### config.mk
export PLATFORM = sky130hd
export DESIGN_NAME = hold_pause_ctrl
export DESIGN_NICKNAME = d
export VERILOG_FILES = /design/src/rtl/hold_pkg.sv /design/src/rtl/sync_bank.sv /design/src/rtl/sck_edge.sv /design/src/rtl/hold_fsm.sv /design/src/rtl/hold_pause_ctrl.sv
export SDC_FILE = /design/constraint.sdc
export NUM_CORES = 1
export LEC_CHECK = 0
export BUFFER_PORTS_ARGS = -buffer_cell sky130_fd_sc_hd__buf_2
export CAP_MARGIN = 20
export CORE_AREA = 2 2 39 41
export DETAILED_ROUTE_END_ITERATION = 6
export DIE_AREA = 0 0 41 43
export HOLD_SLACK_MARGIN = 0.05
export PLACE_DENSITY = 0.64
export REMOVE_ABC_BUFFERS = 1
export SYNTH_ARGS = -nofsm -noshare
export SYNTH_HDL_FRONTEND = slang
export SYNTH_HIERARCHICAL = 1
export SYNTH_SLANG_ARGS = --single-unit
### constraint.sdc
create_clock -name clk_i -period 1.7 [get_ports clk_i]
set_input_delay 0.085 -clock clk_i [delete_from_list [all_inputs] [get_ports clk_i]]
set_output_delay 0.085 -clock clk_i [all_outputs]
set_load 0.05 [all_outputs]
### src/rtl/hold_pkg.sv
package hold_pkg;
  typedef enum logic [2:0] {
    ST_IDLE      = 3'd0,
    ST_RUN       = 3'd1,
    ST_PAUSE     = 3'd2,
    ST_LOCK_HOLD = 3'd3,
    ST_LOCK_CS   = 3'd4
  } hold_state_e;

  localparam int unsigned SIG_W   = 3;
  localparam int unsigned IDX_SCK  = 0;
  localparam int unsigned IDX_HOLD = 1;
  localparam int unsigned IDX_CS   = 2;
endpackage

### src/rtl/sync_bank.sv
module sync_bank #(
  parameter int unsigned  W       = 3,
  parameter int unsigned  STAGES  = 2,
  parameter logic [W-1:0] RST_VAL = '0
) (
  input  logic         clk_i,
  input  logic         rst_ni,
  input  logic [W-1:0] d_i,
  output logic [W-1:0] q_o
);
  logic [W-1:0] stage_q [STAGES];

  for (genvar s = 0; s < STAGES; s++) begin : g_stage
    always_ff @(posedge clk_i or negedge rst_ni) begin
      if (!rst_ni) stage_q[s] <= RST_VAL;
      else if (s == 0) stage_q[s] <= d_i;
      else stage_q[s] <= stage_q[(s == 0) ? 0 : s-1];
    end
  end

  assign q_o = stage_q[STAGES-1];
endmodule

### src/rtl/sck_edge.sv
module sck_edge (
  input  logic clk_i,
  input  logic rst_ni,
  input  logic sck_s_i,
  output logic rise_o,
  output logic fall_o
);
  logic sck_prev_q;

  always_ff @(posedge clk_i or negedge rst_ni) begin
    if (!rst_ni) sck_prev_q <= 1'b0;
    else         sck_prev_q <= sck_s_i;
  end

  assign rise_o = sck_s_i & ~sck_prev_q;
  assign fall_o = ~sck_s_i & sck_prev_q;
endmodule

### src/rtl/hold_fsm.sv
module hold_fsm
  import hold_pkg::*;
(
  input  logic clk_i,
  input  logic rst_ni,
  input  logic sck_s_i,
  input  logic hold_ns_i,
  input  logic cs_ns_i,
  output logic run_o,
  output logic paused_o,
  output logic logic_rst_o
);
  hold_state_e state_q, state_d;
  logic        rst_req_q;

  always_comb begin
    state_d = state_q;
    unique case (state_q)
      ST_IDLE:      if (!cs_ns_i) state_d = ST_RUN;
      ST_RUN: begin
        if (cs_ns_i)                    state_d = ST_IDLE;
        else if (!hold_ns_i && !sck_s_i) state_d = ST_PAUSE;
      end
      ST_PAUSE: begin
        if (cs_ns_i)                    state_d = ST_LOCK_HOLD;
        else if (hold_ns_i && !sck_s_i) state_d = ST_RUN;
      end
      ST_LOCK_HOLD: if (hold_ns_i && cs_ns_i) state_d = ST_LOCK_CS;
      ST_LOCK_CS: begin
        if (!hold_ns_i)    state_d = ST_LOCK_HOLD;
        else if (!cs_ns_i) state_d = ST_RUN;
      end
      default:      state_d = ST_IDLE;
    endcase
  end

  always_ff @(posedge clk_i or negedge rst_ni) begin
    if (!rst_ni) begin
      state_q   <= ST_IDLE;
      rst_req_q <= 1'b0;
    end else begin
      state_q   <= state_d;
      rst_req_q <= (state_q == ST_PAUSE) && cs_ns_i;
    end
  end

  assign run_o       = (state_q == ST_RUN);
  assign paused_o    = (state_q == ST_PAUSE);
  assign logic_rst_o = rst_req_q;

  // a pause begins only from a selected, low-clock, hold-low cycle
  p_entry_clk_low_r3: assert property (@(posedge clk_i) disable iff (!rst_ni)
    $rose(paused_o) |-> $past(!sck_s_i && !hold_ns_i && !cs_ns_i));

  // a pause ends on deselect or on hold release with the clock low
  p_exit_clk_low_r4: assert property (@(posedge clk_i) disable iff (!rst_ni)
    $fell(paused_o) |-> $past(cs_ns_i || (hold_ns_i && !sck_s_i)));

  // reset request only follows a deselect during a pause
  p_rst_from_pause_r8: assert property (@(posedge clk_i) disable iff (!rst_ni)
    logic_rst_o |-> $past(paused_o && cs_ns_i));

  // the reset request lasts one cycle
  p_rst_one_cycle_r8: assert property (@(posedge clk_i) disable iff (!rst_ni)
    logic_rst_o |=> !logic_rst_o);

  // after a reset request neither run nor pause follows directly
  p_lockout_r9: assert property (@(posedge clk_i) disable iff (!rst_ni)
    logic_rst_o |-> !paused_o && !run_o);
endmodule

### src/rtl/hold_pause_ctrl.sv
module hold_pause_ctrl
  import hold_pkg::*;
#(
  parameter int unsigned SYNC_STAGES = 2
) (
  input  logic clk_i,
  input  logic rst_ni,
  input  logic hold_ni,
  input  logic sck_i,
  input  logic cs_ni,
  output logic hold_active_o,
  output logic force_hiz_o,
  output logic logic_rst_o,
  output logic sck_rise_o,
  output logic sck_fall_o
);
  localparam logic [SIG_W-1:0] SYNC_RST = (SIG_W'(1) << IDX_HOLD) | (SIG_W'(1) << IDX_CS);

  logic [SIG_W-1:0] raw, synced;
  logic             rise, fall, run, paused;

  assign raw[IDX_SCK]  = sck_i;
  assign raw[IDX_HOLD] = hold_ni;
  assign raw[IDX_CS]   = cs_ni;

  // one bank for all three inputs keeps their relative order
  sync_bank #(.W(SIG_W), .STAGES(SYNC_STAGES), .RST_VAL(SYNC_RST)) u_sync (
    .clk_i, .rst_ni, .d_i(raw), .q_o(synced)
  );

  sck_edge u_edge (
    .clk_i, .rst_ni, .sck_s_i(synced[IDX_SCK]), .rise_o(rise), .fall_o(fall)
  );

  hold_fsm u_fsm (
    .clk_i, .rst_ni,
    .sck_s_i(synced[IDX_SCK]), .hold_ns_i(synced[IDX_HOLD]), .cs_ns_i(synced[IDX_CS]),
    .run_o(run), .paused_o(paused), .logic_rst_o(logic_rst_o)
  );

  wire live = run & ~synced[IDX_CS];

  assign hold_active_o = paused;
  assign force_hiz_o   = ~live;
  assign sck_rise_o    = rise & live;
  assign sck_fall_o    = fall & live;

  // no strobe and no drive during a pause
  p_pause_quiet_r5: assert property (@(posedge clk_i) disable iff (!rst_ni)
    hold_active_o |-> force_hiz_o && !sck_rise_o && !sck_fall_o);

  // output driven only while chip select is low
  p_drive_selected_r10: assert property (@(posedge clk_i) disable iff (!rst_ni)
    !force_hiz_o |-> !synced[IDX_CS]);

  // strobes are single-cycle
  p_strobe_width_r6: assert property (@(posedge clk_i) disable iff (!rst_ni)
    sck_rise_o |=> !sck_rise_o);
endmodule

==> impl_results.md <==
- Synth top cells by count: dfrtp_1 (7), buf_4 (5), dfstp_2 (4), nor3b_1 (4), o21ai_0 (3)
- Die Area: 1760 um2
- Worst path required time: 1620 ps
- Path type of the worst min-delay path: input pin to asynchronous set/reset pin
- Routed WL: 754 um
- Area growth from synthesis to layout: 17.8%
- Cell variety after synth: 21
- Share of the clock period used by the worst path: 92.5%
- Final setup violation count: 0
- Async SR Flop Fraction: 100%
- Status: complete, no violations
- Final weighted congestion in routability-driven placement: 0.685
- Critical Path Start Type: register
- Average wire per standard cell: 10.3 um
- Headroom to the max-slew limit: 81.3%
- Share of the synthesized area in the top cell type: 32.9%
- P per Cell Area: 1340 nW/um2
- CTS H-Tree Depth: 1
- Maximum number of pins on one net before global-route repair: 13
- Root Driver: clkbuf_4
- Fmax achieved: 0.636 GHz
- Vias in the first global route: 305
- Total routing usage reported by global routing: 11.1%
- Final Non-Filler Cells: 73
- Clock Path Buffers: 2
- Wire length of the first global-routing pass: 1.28 mm
- Vertical die dimension: 43 um
- Final hold slack: 217 ps
- Chip width: 41 um
- Remaining antenna violation count: 0
- Detailed-route via count: 349
- Max cap viols: 0
- TritonCTS clock tree: done
- Count of standard-cell rows: 14
- Number of remaining DRC errors: 0
- Sequential cell area fraction in the yosys report: 52.6%
- Synthesis warning total: 6
- Most area-consuming cells after synthesis: dfrtp_1 (33%), dfstp_2 (20%), buf_4 (7.0%), nor3b_1 (5.6%), and2b_2 (3.3%)
- TritonCTS Sinks: 11
- Mean cell area of the mapped netlist: 11.8 um2
- Clock latency of the later-clocked register in the worst-skew pair: 250 ps
- Count of placed standard cells including taps: 65
- Number of flops mapped to enable cells by yosys: 0
- Synthesized netlist cell count: 45
- Number of DRC violations after detailed-routing iteration 0: 2
- Worst-path fanout max: 11
- Most common cell in the netlist: dfrtp_1
- Worst setup path class: register to output port
- Synth Register Bits: 11
- Worst EP arrival: 1490 ps
- Sum of negative setup slack: 0 ps
- Antenna Diode Count: 0
- Core Box Area: 1380 um2
- RSZ-0062 raised after global routing: false
- Clock skew: 0.379 ps
- I/O pin count: 10
- Final-layout fill cell count: 139
- Post-Route Utilization: 45.4%
- Crit path capture type: output port
- Total count of hold-check failures in the final report: 0
- Antenna violations before repair: 0
- Final critical path time including I/O delays and setup: 1570 ps
- Leakage power summed over all cells: 0.271 nW
- First-pass DRT Iterations: 2
- Proportion of layout cells with a drive suffix above 1: 40.4%
- Remaining global-route overflow: 0
- Vias per cell: 4.78
- Netlist area before placement: 533 um2
- Number of port buffers: 9
- Cell type with the highest aggregate area in the netlist: dfrtp_1
- Clock transition time at the flip-flop clock pins of the worst setup and hold paths: 60 ps
- VDD IR-drop max: 0.641 mV
- Slew at the pin closest to its max-slew limit: 281 ps
- Setup Buffers After CTS: 0
- Area of all sequential standard cells: 282 um2
- Total Nets Final: 63
- Footprint of the multi-input gates: 215 um2
- Initial core utilization: 38.5%
- TritonCTS Buffers: 3
- Top flip-flop cell by instance count after synthesis: dfrtp_1
- Final count of pins violating max slew: 0
## power breakdown
| part | switching [mW] | leakage (nW) | internal, mW | total [mW] |
|---|---|---|---|---|
| clock network | 0.0740 | 0.0150 | 0.0904 | 0.164 |
| logic | 0.159 | 0.129 | 0.130 | 0.289 |
| registers | 0.0772 | 0.127 | 0.308 | 0.385 |
## state kept, by name, summed over array words and instances, names as in the netlist
signal / cells
u_edge/sck_prev_q: 1
u_sync/q_o: 3
u_fsm/state_q: 3
u_sync/stage_q: 3
u_fsm/logic_rst_o: 1
## cells by family after synthesis
family | synth area share [%]
AOI/OAI and AO/OA | 12.4
buffers and inverters | 7.04
DFF | 52.6
and+or+nand+nor | 27.9
## cells in the final DEF, fill, tap and decap left out, drive strengths merged
cell type    count
o31ai            1
o21ai            3
dlygate4sd3      4
o211ai           1
nand2b           2
or4b             1
nor2b            2
a311o            1
buf              9
nand3b           2
clkbuf           4
and2b            2
nand2            1
or2b             1
nor3b            4
or3b             1
nor2             1
o21ba            1
a21oi            2
dfstp            4
and3b            2
dfrtp            7
and2             1
## worst max-delay path: stages (launching register included)
cell and delay (ps):
dfrtp_1 470, nor3b_1 310, and3b_1 200, buf_2 250
## metrics by stage
step | total power, mW | setup slack, ps | cell area [um2]
finish | 0.839 | 128 | 628
global route | 0.907 | 26.7 | 628
CTS | 0.850 | 64.3 | 627
detailed placement | 0.669 | 362 | 561
global placement | 0.666 | 379 | 561
floorplan | 0.602 | -288 | 495
## routing by layer
| metal | global-route usage [%] | up-vias | part of all wire, % |
|---|---|---|---|
| li1 | - | 179 | - |
| met1 | 16.5 | 160 | 49 |
| met2 | 13.1 | 8 | 45 |
| met3 | 1.57 | 2 | 4.5 |
| met4 | 10.0 | 0 | 1.2 |
| met5 | 0 | - | 0 |
## timing repair
action	CTS	global route
resized for setup	0	1
hold buffers	4	0
endpoints found under the hold margin	14	0
setup endpoints to repair	0	2
## layout make-up
type	count	share of cell area, %
repair buffers	13	13.5
well taps	16	3.19
clock buffers	4	4.18
multi-input cells	29	34.3
flip-flops and latches	11	44.8
## path summary, 6_finish.rpt
kind                              startpoint                 to  slack (ps)  cells past startpoint
max                         u_fsm/state_q[1]         sck_fall_o         130                      3
min                                   rst_ni   u_fsm/state_q[2]         220                      2
max reg2reg                 u_fsm/state_q[1]   u_fsm/state_q[0]         410                      3
min reg2reg                u_sync/stage_q[3]      u_sync/q_o[0]         350                      0
max in group asynchronous             rst_ni  u_sync/stage_q[5]        1230                      2
min in group clk_i         u_sync/stage_q[3]      u_sync/q_o[0]         350                      0
(Power assumes the default switching activity.)
